[src/rtl/oneshot_pkg.sv]
package oneshot_pkg;

    // Control states of the pulse machine
    typedef enum logic [0:0] {
        ST_IDLE = 1'b0,
        ST_HOLD = 1'b1
    } hold_state_e;

    // Named transitions taken each cycle
    typedef enum logic [2:0] {
        TR_NONE    = 3'd0,
        TR_START   = 3'd1,
        TR_RESTART = 3'd2,
        TR_COUNT   = 3'd3,
        TR_EXPIRE  = 3'd4,
        TR_ABORT   = 3'd5
    } hold_tr_e;

    // Bit positions of the synchronised input vector
    localparam int IDX_FALL = 0;
    localparam int IDX_RISE = 1;
    localparam int IDX_CLR  = 2;
    localparam int NUM_IN   = 3;

    // Rest levels chosen so that reset release never looks like a trigger:
    // fall input low, rise input high, clear high
    localparam logic [NUM_IN-1:0] IN_REST = 3'b110;

endpackage

[src/rtl/oneshot_sync.sv]
module oneshot_sync #(
    parameter int            N       = 3,
    parameter int            STAGES  = 2,
    parameter logic [N-1:0]  RST_VAL = '0
) (
    input  logic         clk_i,
    input  logic         rst_ni,
    input  logic [N-1:0] d_i,
    output logic [N-1:0] q_o
);

    logic [N-1:0] pipe [STAGES];

    genvar g;
    generate
        for (g = 0; g < STAGES; g++) begin : g_stage
            if (g == 0) begin : g_first
                always_ff @(posedge clk_i or negedge rst_ni) begin
                    if (!rst_ni) pipe[g] <= RST_VAL;
                    else         pipe[g] <= d_i;
                end
            end else begin : g_next
                always_ff @(posedge clk_i or negedge rst_ni) begin
                    if (!rst_ni) pipe[g] <= RST_VAL;
                    else         pipe[g] <= pipe[g-1];
                end
            end
        end
    endgenerate

    assign q_o = pipe[STAGES-1];

endmodule

[src/rtl/oneshot_edge.sv]
module oneshot_edge
    import oneshot_pkg::*;
#(
    parameter logic [NUM_IN-1:0] RST_VAL = IN_REST
) (
    input  logic              clk_i,
    input  logic              rst_ni,
    input  logic [NUM_IN-1:0] lvl_i,
    output logic [NUM_IN-1:0] ev_o,
    output logic              any_o
);

    logic [NUM_IN-1:0] prev_q;

    always_ff @(posedge clk_i or negedge rst_ni) begin
        if (!rst_ni) prev_q <= RST_VAL;
        else         prev_q <= lvl_i;
    end

    always_comb begin
        // falling edge, qualified by rise input high
        ev_o[IDX_FALL] = prev_q[IDX_FALL] & ~lvl_i[IDX_FALL] & lvl_i[IDX_RISE];
        // rising edge, qualified by fall input low
        ev_o[IDX_RISE] = lvl_i[IDX_RISE] & ~prev_q[IDX_RISE] & ~lvl_i[IDX_FALL];
        // release of clear
        ev_o[IDX_CLR]  = lvl_i[IDX_CLR] & ~prev_q[IDX_CLR];
    end

    assign any_o = |ev_o;

endmodule

[src/rtl/oneshot_hold_fsm.sv]
module oneshot_hold_fsm
    import oneshot_pkg::*;
#(
    parameter int LEN_W  = 8,
    parameter bit RETRIG = 1'b1
) (
    input  logic             clk_i,
    input  logic             rst_ni,
    input  logic             kill_i,
    input  logic             fire_i,
    input  logic [LEN_W-1:0] len_i,
    input  logic             gate_i,
    output logic             active_o,
    output logic [LEN_W-1:0] remain_o,
    output logic             pulse_o,
    output logic             pulse_no
);

    hold_state_e      state_q, state_d;
    hold_tr_e         tr;
    logic [LEN_W-1:0] remain_q;
    logic             len_nz;

    assign len_nz = (len_i != '0);

    // Transition selection; clear has priority over every trigger
    always_comb begin
        tr = TR_NONE;
        unique case (state_q)
            ST_IDLE: begin
                if (kill_i)                tr = TR_ABORT;
                else if (fire_i && len_nz) tr = TR_START;
                else                       tr = TR_NONE;
            end
            ST_HOLD: begin
                if (kill_i)                          tr = TR_ABORT;
                else if (RETRIG && fire_i && len_nz) tr = TR_RESTART;
                else if (remain_q == '0)             tr = TR_EXPIRE;
                else                                 tr = TR_COUNT;
            end
            default: tr = TR_ABORT;
        endcase
    end

    always_comb begin
        unique case (tr)
            TR_START, TR_RESTART, TR_COUNT: state_d = ST_HOLD;
            TR_EXPIRE, TR_ABORT:            state_d = ST_IDLE;
            default:                        state_d = state_q;
        endcase
    end

    // State register
    always_ff @(posedge clk_i or negedge rst_ni) begin
        if (!rst_ni) state_q <= ST_IDLE;
        else         state_q <= state_d;
    end

    // Remaining-cycle counter
    always_ff @(posedge clk_i or negedge rst_ni) begin
        if (!rst_ni) begin
            remain_q <= '0;
        end else begin
            unique case (tr)
                TR_START, TR_RESTART: remain_q <= len_i - 1'b1;
                TR_COUNT:             remain_q <= remain_q - 1'b1;
                TR_EXPIRE, TR_ABORT:  remain_q <= '0;
                default:              remain_q <= remain_q;
            endcase
        end
    end

    // Outputs; the raw clear gates the pulse off at once
    always_comb begin
        active_o = (state_q == ST_HOLD);
        remain_o = remain_q;
        pulse_o  = active_o & gate_i;
        pulse_no = ~pulse_o;
    end

endmodule

[src/rtl/oneshot_pulse.sv]
module oneshot_pulse
    import oneshot_pkg::*;
#(
    parameter int LEN_W       = 8,
    parameter bit RETRIG      = 1'b1,
    parameter int SYNC_STAGES = 2
) (
    input  logic             clk_i,
    input  logic             rst_ni,
    input  logic             fire_fall_i,
    input  logic             fire_rise_i,
    input  logic             clear_ni,
    input  logic [LEN_W-1:0] len_i,
    output logic             pulse_o,
    output logic             pulse_no
);

    logic [NUM_IN-1:0] raw_vec;
    logic [NUM_IN-1:0] sync_vec;
    logic [NUM_IN-1:0] fire_ev;
    logic              fire_any;
    logic              clr_sync;
    logic              hold_active;
    logic [LEN_W-1:0]  hold_remain;

    always_comb begin
        raw_vec           = '0;
        raw_vec[IDX_FALL] = fire_fall_i;
        raw_vec[IDX_RISE] = fire_rise_i;
        raw_vec[IDX_CLR]  = clear_ni;
    end

    oneshot_sync #(
        .N       (NUM_IN),
        .STAGES  (SYNC_STAGES),
        .RST_VAL (IN_REST)
    ) sync_i (
        .clk_i  (clk_i),
        .rst_ni (rst_ni),
        .d_i    (raw_vec),
        .q_o    (sync_vec)
    );

    assign clr_sync = sync_vec[IDX_CLR];

    oneshot_edge #(
        .RST_VAL (IN_REST)
    ) edge_i (
        .clk_i  (clk_i),
        .rst_ni (rst_ni),
        .lvl_i  (sync_vec),
        .ev_o   (fire_ev),
        .any_o  (fire_any)
    );

    oneshot_hold_fsm #(
        .LEN_W  (LEN_W),
        .RETRIG (RETRIG)
    ) fsm_i (
        .clk_i    (clk_i),
        .rst_ni   (rst_ni),
        .kill_i   (~clr_sync),
        .fire_i   (fire_any),
        .len_i    (len_i),
        .gate_i   (clear_ni),
        .active_o (hold_active),
        .remain_o (hold_remain),
        .pulse_o  (pulse_o),
        .pulse_no (pulse_no)
    );

endmodule

[config.mk]
export PLATFORM = sky130hd
export DESIGN_NAME = oneshot_pulse
export DESIGN_NICKNAME = d
export VERILOG_FILES = /design/src/rtl/oneshot_pkg.sv /design/src/rtl/oneshot_sync.sv /design/src/rtl/oneshot_edge.sv /design/src/rtl/oneshot_hold_fsm.sv /design/src/rtl/oneshot_pulse.sv
export SDC_FILE = /design/constraint.sdc
export NUM_CORES = 1
export LEC_CHECK = 0
export BUFFER_PORTS_ARGS = -buffer_cell sky130_fd_sc_hd__buf_2
export CAP_MARGIN = 20
export CORE_UTILIZATION = 45
export DETAILED_ROUTE_END_ITERATION = 8
export PLACE_DENSITY_LB_ADDON = 0.15
export SLEW_MARGIN = 25
export SYNTH_ARGS = -nofsm -noshare
export SYNTH_HDL_FRONTEND = slang
export SYNTH_SLANG_ARGS = --single-unit
[constraint.sdc]
create_clock -name clk_i -period 3.7 [get_ports clk_i]
set_clock_uncertainty 0.15 [all_clocks]
set_input_delay 0.555 -clock clk_i [delete_from_list [all_inputs] [get_ports clk_i]]
set_output_delay 0.555 -clock clk_i [all_outputs]
set_load 0.1 [all_outputs]
; Word level (Yosys, flattened, before mapping)
; Cells that the tools add are included.
[totals]
inputBits = 13
elab_cells = 40
out_inout_bits = 2
ff_bits = 18
[op_classes]
n_reduce_logical = 9
n_mux = 8
n_eq_ne = 5
addsub = 2
bitwise_logic = 11
[ops]
columns = operator, n
row1 = $pmux W8 S3, 1
row2 = $sub A8 B1 Y8 const B, 2
row3 = $mux W3, 4
row4 = $logic_not A8 Y1, 1
row5 = $reduce_bool A8 Y1, 1
row6 = $and A1 B1 Y1, 6
row7 = $eq A3 B2 Y1 const B, 2
row8 = $eq A3 B3 Y1 const B, 2
row9 = $pmux W3 S2, 1
row10 = $reduce_or A3 Y1, 2
row11 = $not A1 Y1, 5
row12 = $reduce_or A2 Y1, 2
row13 = $eq A3 B1 Y1 const B, 1
row14 = $reduce_bool A3 Y1, 1
row15 = $pmux W1 S2, 1
row16 = $reduce_bool A2 Y1, 1
row17 = $logic_and A1 B1 Y1, 1
row18 = $mux W1, 1

; Longest topological paths before layout
[depth]
word_depth = 11
ltp_mapped = 10
depth_no_buf = 10

; Hierarchy
; From an unflattened synthesis, not the netlist that was laid out.
[hier_totals]
hier_cells = 95
area_unflattened_um2 = 967.2
[modules_own_cells]
columns = module, area_each_um2, n_inst, seq_area_each_um2, cells_each
row1 = oneshot_hold_fsm, 663.1, 1, 225.2, 75
row2 = oneshot_sync, 177.7, 1, 155.1, 9
row3 = oneshot_edge, 122.6, 1, 77.6, 10
row4 = oneshot_pulse, 3.8, 1, 0.0, 1

; Worst setup path before layout
; No wires, ideal clock.
[synth_path]
kind = input port to flip-flop
startpoint = input len_i[3]
endpoint = register fsm_i.remain_q[6], in the netlist fsm_i.remain_o[6]
t_arrival_ps = 3121
path_slack_ps = 309
cell_stages = 10
n_path_buf = 0
path_cell_list = or4_4 nand2b_4 a211oi_4 mux2i_1 ha_1 or3b_2 nor3_1 xnor2_1 o221ai_1 and3_1
[synth_via]
elab_chain_cells = 8
[synth_rtl]
columns = element, line
row1 = start: declaration, oneshot_pulse.sv:13  ; input logic [LEN_W-1:0] len_i,
row2 = $reduce_bool A8 Y1, oneshot_hold_fsm.sv:24  ; assign len_nz = (len_i != '0);
row3 = $logic_and A1 B1 Y1, "oneshot_hold_fsm.sv:32, oneshot_hold_fsm.sv:37"
row4 = $mux W3 / $mux W1 (equally long branches), "oneshot_hold_fsm.sv:37, oneshot_hold_fsm.sv:32"
row5 = "$mux W3, on equally long branches", "oneshot_hold_fsm.sv:36, oneshot_hold_fsm.sv:31"
row6 = $pmux W3 S2, oneshot_hold_fsm.sv:29  ; unique case (state_q)
row7 = $eq A3 B3 Y1 (tied with other cells), oneshot_hold_fsm.sv:64  ; unique case (tr)
row8 = $reduce_or A2 Y1, oneshot_hold_fsm.sv:64
row9 = $pmux W8 S3 / $reduce_bool A3 Y1 (equally long branches), -
row10 = end signal: assignment, oneshot_hold_fsm.sv:65  ; TR_START, TR_RESTART: remain_q <= len_i - 1'b1;
row11 = end signal: assignment, oneshot_hold_fsm.sv:66  ; TR_COUNT: remain_q <= remain_q - 1'b1;
row12 = end signal: assignment, oneshot_hold_fsm.sv:68  ; default: remain_q <= remain_q;
row13 = end: declaration, oneshot_hold_fsm.sv:21  ; logic [LEN_W-1:0] remain_q;
; Several ways; a longest one is shown, not always the timed one.
; A chain may end at the register's enable or synchronous reset.

; Worst setup path in the final report
; Same ends and word-level chain as after synthesis.

==> out/metrics.cfg <==
[worst_setup_path]
reg2reg_depth=10
cp-start-kind=input port
arrival_ps=3450
startpoint=len_i[3]
worstPathMaxFanout=6
reg2reg_setup_slack_ps=400
cp-endpoint=fsm_i.remain_o[6]
critical_path_required_ps=3740
cp-end-kind=flop
worstReg2RegStart=fsm_i.remain_o[1]
path_class=input port to flop
rr_endpoint=fsm_i.remain_o[6]

[grt]
grt_use_total_pct=19.87
antenna_found_initial=0
gr-total-overflow=0
grt_pass1_vias=667
grt_pass1_wl_microns=3036
grt_max_degree=19

[logic_synthesis]
postSynthCellCount=90
syn_avg_cell_area_sq_um=10.52
yosysUniqueCellTypes=37
synth_compound_area_share_pct=17.04
syn_nets=104
synthMuxAreaShare_pct=5.284
synthArstFlopShare_pct=100.0
synth_xor_area_share_pct=3.699
ys.flop_type=dfrtp_1
synth-edff-count=0
synth.ff_latch_count=18
yosysMostFrequentCell=dfrtp_1
synth_warnings=0
ys_seq_area_share_pct=48.35
synth-simple-area-share_pct=21.14
synth_top_area_share_pct=31.70
synth-adder-area-share_pct=1.321
syn_area_sq_um=947.2
synthTopCellsByCount=dfrtp_1, dfstp_2, inv_1, nand2_1, nor2_1
yosys.area.top_type=dfrtp_1
synth_top_family_by_area=simple AND/OR/NAND/NOR gates
synth_area_leaders=dfrtp_1, dfstp_2, mux2i_1

[timing]
finalCritPeriodShare_pct=92.07
timing.setup.tns_ps=0
maxSlewViolCount=0
setup_ws_ps=293.4
final-setup-viol-count=0
final_hold_viol_count=0
holdWs_ps=15.36
worst_slew_pin_slew_ps=478.3
rsz0062_at_grt=no
max_clock_freq_mhz=293.5
maxSlewHeadroom_pct=67.82
period_minus_slack_ps=3407

[die]
core_sq_mm=0.001962
fp-row-count=16
ios=15
die_h_microns=47.88
dieArea_sq_mm=0.002292
start_util_pct=48.28
die_w_microns=47.88

[finish]
diodes=0
nets=124
nFillCells=199
final_layout_size_suffix_gt1_share_pct=30.28
area_delta_synth_final_pct=16.38
fin_cells=136

[power]
powerDensity_mw_per_mm2=410.6
leakage_nw=0.4781
peakVddDrop_uv=226.6

[place]
dp_worst_setup_slack_ps=-6.005
gp_congestion=0.8693
io_buffers=14
dpl.hpwl_microns=1481
dp_cells=132

[clock_tree]
cts_max_path_buffers=2
cts_resized=0
cts_tree=yes
clock_latency_ps=300
hold_buffers=0
htreeDepth=1
cts_made_buffers=3
clockRootBuffer=clkbuf_4
cts_sinks=18
post_cts_buffers=0
clkTransAtPathRegs_ps=110

[min_path]
hp-class=input port to asynchronous set/reset pin

[drt]
route.detailed.drc=0
vias_per_cell=5.669
first_pass_iters=4
drt_iter0_markers=21
vias=771
wirelength_microns=1960
ant_nets=0
post_drt_wl_per_cell_microns=14.41

[run]
cap_viol_max_count=0

[status]
status=completed

==> through the flow <==
stage | power, mW | utilization, % | instance area (sq um)
after floorplan | 0.2978 | - | 947.2
after global placement | 0.3280 | 54.34 | 1066
after detailed placement | 0.3326 | 54.34 | 1066
after CTS | 0.4553 | 56.19 | 1102
after global routing | 0.4742 | 56.19 | 1102
final | 0.4526 | 56.19 | 1102
==> worst min path at each step <==
stage | start | to | cells after the start
3_5_place_dp | sync_i.pipe[3] | sync_i.q_o[0] | 0
2_1_floorplan | rst_ni | edge_i.prev_q[0] | 0
4_1_cts | rst_ni | fsm_i.remain_o[7] | 1
6_report | rst_ni | fsm_i.remain_o[1] | 1
5_1_grt | rst_ni | fsm_i.remain_o[7] | 1
3_3_place_gp | sync_i.pipe[3] | sync_i.q_o[0] | 0
==> kinds of logic after synthesis <==
family,Yosys count
AOI/OAI and AO/OA,20
DFF,18
adders and majority gates,1
and+or+nand+nor,34
buffers and inverters,8
xor gates and xnor gates,4
muxes,5
==> critical path: stages <==
cell and delay (ps):
buf_2 110, or4_4 540, nand2b_4 180, a211oi_4 380
mux2i_1 250, ha_1 270, or3b_2 510, nor3_1 190
xnor2_1 150, o221ai_1 120, and3_1 200
==> cell type report <==
cell class              instances  area [sq um]  area share, %
flip-flops and latches         18         457.9          41.54
multi-input cells              64         459.2          41.66
clock buffers                   4         36.28          3.292
well taps                      27         33.78          3.065
inverters                       6         22.52          2.043
repair buffers                 17         92.59          8.400
==> per-layer routing <==
layer  vias up  part of all wire [%]  GRT usage, %
li1        373                     -             -
met3         4                   5.0         5.660
met2        21                    51         31.62
met4         0                  0.61         5.000
met5         -                     0             0
met1       373                    44         26.71
==> sequential cells by signal (all words and copies together), names as in the netlist <==
| signal | flops |
|---|---|
| sync_i.pipe | 3 |
| fsm_i.remain_o | 8 |
| fsm_i.active_o | 1 |
| edge_i.prev_q | 3 |
| sync_i.q_o | 3 |
==> report_power, final <==
part | switching (mW) | internal, mW
logic | 0.0583 | 0.0398
registers | 0.0169 | 0.214
clock network | 0.0633 | 0.0600
==> cell usage in the layout (no fill, tap or decap), types with 2 or more instances in the layout <==
cell and instances:
dfstp_2 6, nor4_1 3, nor3_1 3, xnor2_1 4, nor2b_1 3, clkbuf_4 3
or3b_2 2, a211oi_1 3, inv_1 6, mux2i_1 5, o21ai_0 3, dfrtp_1 12
a21oi_1 2, buf_4 3, nand2_1 6, nor2_1 6, or4_1 2, and2_1 2
buf_2 14
(Power assumes the default switching activity.)
